`src/rtl/capfe_pkg.sv`:
```
package capfe_pkg;
  // Strobes from control to datapath
  typedef struct packed {
    logic capLatch;  // copy the free-running count into the capture register
  } capStrobe_t;

  localparam int unsigned DEF_CNT_W    = 16;
  localparam int unsigned DEF_FILT_LEN = 5;
  localparam int unsigned DEF_SYNC     = 2;
endpackage

```
`src/rtl/capfe_sync.sv`:
```
module capfe_sync #(
  parameter int unsigned STAGES = 2
) (
  input  logic clk,
  input  logic rstN,
  input  logic asyncIn,
  output logic syncOut
);
  logic [STAGES-1:0] chain;

  always_ff @(posedge clk or negedge rstN) begin
    if (!rstN) chain <= '0;
    else       chain <= {chain[STAGES-2:0], asyncIn};
  end

  assign syncOut = chain[STAGES-1];
endmodule

```
`src/rtl/capfe_filter.sv`:
```
module capfe_filter #(
  parameter int unsigned FILT_LEN = 5
) (
  input  logic clk,
  input  logic rstN,
  input  logic enable,
  input  logic sampleEn,
  input  logic levelIn,
  output logic levelOut
);
  localparam int unsigned RUN_W = $clog2(FILT_LEN + 1);
  localparam logic [RUN_W-1:0] RUN_LAST = RUN_W'(FILT_LEN - 1);

  logic [RUN_W-1:0] runCnt;
  logic             heldLvl;

  always_ff @(posedge clk or negedge rstN) begin
    if (!rstN) begin
      runCnt  <= '0;
      heldLvl <= 1'b0;
    end else if (!enable) begin
      runCnt  <= '0;
      heldLvl <= 1'b0;
    end else if (sampleEn) begin
      if (levelIn == heldLvl) begin
        runCnt <= '0;
      end else if (runCnt == RUN_LAST) begin
        heldLvl <= levelIn;
        runCnt  <= '0;
      end else begin
        runCnt <= runCnt + 1'b1;
      end
    end
  end

  assign levelOut = heldLvl;

  // the held level moves only on a sample pulse
  p_filt_hold_r3: assert property (@(posedge clk) disable iff (!rstN)
    ($past(enable) && enable && !$past(sampleEn)) |-> $stable(heldLvl));

  // a disabled filter comes back low
  p_filt_clear_r4: assert property (@(posedge clk) disable iff (!rstN)
    !$past(enable) |-> !heldLvl);
endmodule

```
`src/rtl/capfe_datapath.sv`:
```
module capfe_datapath
  import capfe_pkg::*;
#(
  parameter int unsigned CNT_W    = DEF_CNT_W,
  parameter int unsigned FILT_LEN = DEF_FILT_LEN,
  parameter int unsigned SYNC     = DEF_SYNC
) (
  input  logic             clk,
  input  logic             rstN,
  input  logic             pinIn,
  input  logic             pinFuncEn,
  input  logic             filterEn,
  input  logic             sampleEn,
  input  capStrobe_t       strobe,
  output logic             capLevel,
  output logic [CNT_W-1:0] capValue
);
  logic syncPin;
  logic filtPin;
  logic selPin;
  logic [CNT_W-1:0] freeCnt;

  capfe_sync #(.STAGES(SYNC)) u_sync (
    .clk(clk), .rstN(rstN), .asyncIn(pinIn), .syncOut(syncPin)
  );

  capfe_filter #(.FILT_LEN(FILT_LEN)) u_filter (
    .clk(clk), .rstN(rstN), .enable(filterEn), .sampleEn(sampleEn),
    .levelIn(syncPin), .levelOut(filtPin)
  );

  // Route select and pin-function gate are combinational on purpose:
  // control-bit changes reach the edge detector in the same cycle.
  always_comb begin
    selPin   = filterEn ? filtPin : syncPin;
    capLevel = pinFuncEn & selPin;
  end

  always_ff @(posedge clk or negedge rstN) begin
    if (!rstN) freeCnt <= '0;
    else       freeCnt <= freeCnt + 1'b1;
  end

  always_ff @(posedge clk or negedge rstN) begin
    if (!rstN)               capValue <= '0;
    else if (strobe.capLatch) capValue <= freeCnt;
  end

  // capture register holds between matching edges
  p_cap_hold_r9: assert property (@(posedge clk) disable iff (!rstN)
    !$past(strobe.capLatch) |-> $stable(capValue));

  // gated level is low while the pin is not assigned to capture
  p_gate_low_r1: assert property (@(posedge clk) disable iff (!rstN)
    (!pinFuncEn && !$past(pinFuncEn)) |-> !$past(capLevel));
endmodule

```
`src/rtl/capfe_control.sv`:
```
module capfe_control
  import capfe_pkg::*;
(
  input  logic       clk,
  input  logic       rstN,
  input  logic       capLevel,
  input  logic       edgeSel,
  input  logic       flagClr,
  output capStrobe_t strobe,
  output logic       capFlag
);
  logic prevLevel;
  logic riseDet;
  logic fallDet;
  logic matchDet;

  always_ff @(posedge clk or negedge rstN) begin
    if (!rstN) prevLevel <= 1'b0;
    else       prevLevel <= capLevel;
  end

  always_comb begin
    riseDet         = capLevel & ~prevLevel;
    fallDet         = ~capLevel & prevLevel;
    matchDet        = edgeSel ? riseDet : fallDet;
    strobe.capLatch = matchDet;
  end

  // Set has priority over the software clear
  always_ff @(posedge clk or negedge rstN) begin
    if (!rstN)         capFlag <= 1'b0;
    else if (matchDet) capFlag <= 1'b1;
    else if (flagClr)  capFlag <= 1'b0;
  end

  // flag is sticky without a clear
  p_flag_sticky_r8: assert property (@(posedge clk) disable iff (!rstN)
    (capFlag && !flagClr) |=> capFlag);

  // a clear with no edge drops the flag
  p_flag_clear_r8: assert property (@(posedge clk) disable iff (!rstN)
    (flagClr && !matchDet) |=> !capFlag);

  // a matching edge wins over a same-cycle clear
  p_set_wins_r10: assert property (@(posedge clk) disable iff (!rstN)
    matchDet |=> capFlag);

  // a latch strobe only follows an edge in the selected direction
  p_edge_dir_r7: assert property (@(posedge clk) disable iff (!rstN)
    strobe.capLatch |-> (capLevel == edgeSel) && (capLevel != prevLevel));
endmodule

```
`src/rtl/capture_frontend.sv`:
```
module capture_frontend
  import capfe_pkg::*;
#(
  parameter int unsigned CNT_W    = DEF_CNT_W,
  parameter int unsigned FILT_LEN = DEF_FILT_LEN,
  parameter int unsigned SYNC     = DEF_SYNC
) (
  input  logic             clk,
  input  logic             rstN,
  input  logic             pinIn,
  input  logic             pinFuncEn,
  input  logic             filterEn,
  input  logic             edgeSel,
  input  logic             sampleEn,
  input  logic             flagClr,
  output logic             capLevel,
  output logic             capFlag,
  output logic [CNT_W-1:0] capValue
);
  capStrobe_t strobe;

  capfe_datapath #(.CNT_W(CNT_W), .FILT_LEN(FILT_LEN), .SYNC(SYNC)) u_dp (
    .clk(clk), .rstN(rstN), .pinIn(pinIn), .pinFuncEn(pinFuncEn),
    .filterEn(filterEn), .sampleEn(sampleEn), .strobe(strobe),
    .capLevel(capLevel), .capValue(capValue)
  );

  capfe_control u_ctl (
    .clk(clk), .rstN(rstN), .capLevel(capLevel), .edgeSel(edgeSel),
    .flagClr(flagClr), .strobe(strobe), .capFlag(capFlag)
  );
endmodule

```
`config.mk`:
```
export PLATFORM = sky130hd
export DESIGN_NAME = capture_frontend
export DESIGN_NICKNAME = d
export VERILOG_FILES = /design/src/rtl/capfe_pkg.sv /design/src/rtl/capfe_sync.sv /design/src/rtl/capfe_filter.sv /design/src/rtl/capfe_datapath.sv /design/src/rtl/capfe_control.sv /design/src/rtl/capture_frontend.sv
export SDC_FILE = /design/constraint.sdc
export NUM_CORES = 1
export LEC_CHECK = 0
export BUFFER_PORTS_ARGS = -buffer_cell sky130_fd_sc_hd__buf_2
export CAP_MARGIN = 20
export CORE_ASPECT_RATIO = 2
export CORE_MARGIN = 2
export CORE_UTILIZATION = 50
export CTS_BUF_LIST = sky130_fd_sc_hd__clkbuf_8
export DETAILED_ROUTE_END_ITERATION = 8
export PLACE_DENSITY = 0.72
export SYNTH_ARGS = -nofsm -noshare
export SYNTH_HDL_FRONTEND = slang
export SYNTH_HIERARCHICAL = 1
export SYNTH_SLANG_ARGS = --single-unit
```
`constraint.sdc`:
```
create_clock -name clk -period 3.12 [get_ports clk]
set_input_delay 0.624 -clock clk [delete_from_list [all_inputs] [get_ports clk]]
set_output_delay 0.624 -clock clk [all_outputs]
set_load 0.005 [all_outputs]
```
==> reports/metrics.yaml <==
path_class: "in2out"
rsz0062_at_grt: "no"
yosysMostFrequentCell: "dfrtp_1"
vdd_drop_max_mv: 0.380
cp.arrival_ns: 1.27
p_switching_mw: 0.209
drt_iter0_drc: 21
cp.required_ns: 2.50
cts_tree: "yes"
synth_fp_nets: 137
ant_nets: 0
swShare: 0.218
dr.pass1.iters: 4
syn_area_mm2: 0.00168
hold_class: "reg2reg"
setup_viol: 0
grt_pass1_wl_mm: 4.98
layout.nets: 168
relSlewSlack: 0.432
grt-ovfl-total: 0
status: "finished clean"
synth-seq-cells: 40
synth.distinct_cells: 24
ys_warn_count: 6
clock-skew-final_ns: 0.00986
fin_cells: 189
grt_max_degree: 41
met1_length_mm: 1.05
io-pin-count: 26
synth.largest_area_cell: "dfrtp_1"
leakage_nw: 0.958
wl_mm: 2.86
grt_pass1_vias: 1073
dieArea_mm2: 0.00387
postCtsHoldBufs: 0
power_frac_seq: 0.574
cts_resized: 0
clockBufferDepth: 2
avgSynthCellArea_um2: 13.3
synth_top_area_frac: 0.595
fmaxAchievable_ghz: 0.528
core_mm2: 0.00319
reg2reg_slack_ns: 1.34
clockPowerShare: 0.355
portBuffers: 25
period_minus_slack_ns: 1.89
drive_gt1_frac: 0.348
synthArstFlopShare: 1.00
tightestPinTransition_ns: 0.851
clkSlewWorstSetupHoldPaths_ns: 0.07
wl_met2_mm: 1.63
cap_violations: 0
fill_cells: 279
drc: 0
crit_fanout: 8
endpoint_kind: "output port"
clk-insertion-delay-late_ns: 0.29
antenna_found_initial: 0
met3_length_um: 90
cts_max_level: 2
routed_via_density: 5.57
seq_area_frac_synth: 0.595
wl_per_cell_um: 15.1
tns_ns: 0
whs_ns: 0.360
gp_congestion: 0.710
placed_area_mm2: 0.00184
multi_input_area_um2: 653
powerDensity_mw_per_mm2: 493
timing.final.hold_violations: 0
seq_area_mm2: 0.00100
via_count: 1053
syn-instance-count: 126
start_util: 0.527
dp_hpwl_mm: 2.08
cts_root_buffer: "clkbuf_8"
synth_edf_count: 0
comb_power_share: 0.071
cts.sinks: 40
cts_buffers: 5
finalCritPeriodShare: 0.607
synth_ff_type: "dfrtp_1"
highest-signal-layer: "met4"
synth_area_leaders: "dfrtp_1 (60%), mux2_2 (11%), xor2_1 (5.2%)"
grt.total_usage: 0.178
area_delta_synth_final_pct: 15.0
chipHeight_um: 86.0
diodes: 0
p_int_mw: 0.746
dieWidth_um: 45.0
slew_violations: 0
cts_setup_buffers: 0
ys_top_cells_by_count: "dfrtp_1 (40), mux2_2 (16), xor2_1 (10)"
stdcell_area_mm2: 0.00193
placedCellCount: 181
rows: 29
setup.worst_path.start_class: "input port"
-- critical path, stage by stage --
cell and delay (ns):
buf_2 0.14, mux2i_1 0.12, nor2b_1 0.22, buf_2 0.16
-- cells by family after synthesis --
family                   count (synthesis)  synth area share
flip-flops                              40             0.595
AND/OR/NAND/NOR                         37             0.136
XOR/XNOR                                15            0.0826
AO/OA/AOI/OAI                            5            0.0223
buffers and inverters                    7            0.0164
multiplexers                            19             0.125
adder cells (fa/ha/maj)                  3            0.0223
-- power groups by stage --
stage | logic [mW] | registers [mW] | clock network (mW)
6_report | 0.0677 | 0.548 | 0.339
3_5_place_dp | 0.0697 | 0.558 | 0
3_3_place_gp | 0.0678 | 0.557 | 0
2_1_floorplan | 0.0292 | 0.559 | 0
5_1_grt | 0.0753 | 0.550 | 0.377
4_1_cts | 0.0698 | 0.548 | 0.353
-- layer usage --
layer	global-route usage	vias up
met5	0	-
met4	0.0963	0
met3	0.0442	6
met2	0.290	18
li1	-	496
met1	0.207	533
-- cell usage in the layout (no fill, tap or decap), types with 2 or more instances in the layout --
cell type,n
buf_2,25
nor3_1,4
nand3_1,6
xor2_1,10
xnor2_1,4
dfrtp_1,40
mux2_2,16
nor2_1,4
clkbuf_8,6
nand4_1,5
mux2i_1,3
ha_1,3
nand2_1,8
nor4_2,4
nor2b_1,3
nand2b_1,2
inv_1,7
-- state kept, by name, indices dropped and copies added (netlist names) --
name,count
u_dp/capValue,16
u_dp/u_filter/levelOut,1
u_ctl/prevLevel,1
u_ctl/capFlag,1
u_dp/u_sync/chain,2
u_dp/freeCnt,16
u_dp/u_filter/runCnt,3
-- metrics by stage --
stage | power [mW] | util | worst slack, ns
global placement | 0.625 | 0.578 | 1.02
finish | 0.954 | 0.606 | 1.23
floorplan | 0.589 | - | 0.970
detailed placement | 0.628 | 0.578 | 0.926
global route | 1.00 | 0.606 | 1.13
CTS | 0.971 | 0.606 | 1.22
-- final timing paths --
kind | endpoint | cells past startpoint | startpoint
max in group asynchronous | u_dp/freeCnt[10] | 1 | rstN
setup / recovery | capLevel | 4 | filterEn
hold / removal | u_dp/u_sync/chain[1] | 0 | u_dp/u_sync/chain[0]
hold reg to reg | u_dp/u_sync/chain[1] | 0 | u_dp/u_sync/chain[0]
setup reg to reg | u_dp/capValue[13] | 6 | u_dp/u_filter/levelOut
min in group asynchronous | u_dp/u_filter/runCnt[2] | 1 | rstN
-- cell type report --
class	count	share of cell area
sequential	40	0.517
multi-input combinational	79	0.338
timing repair buffer	26	0.0686
clock buffer	6	0.0427
tap	31	0.0201
inverter	5	0.00970
clock inverter	2	0.00388
(Power assumes the default switching activity.)
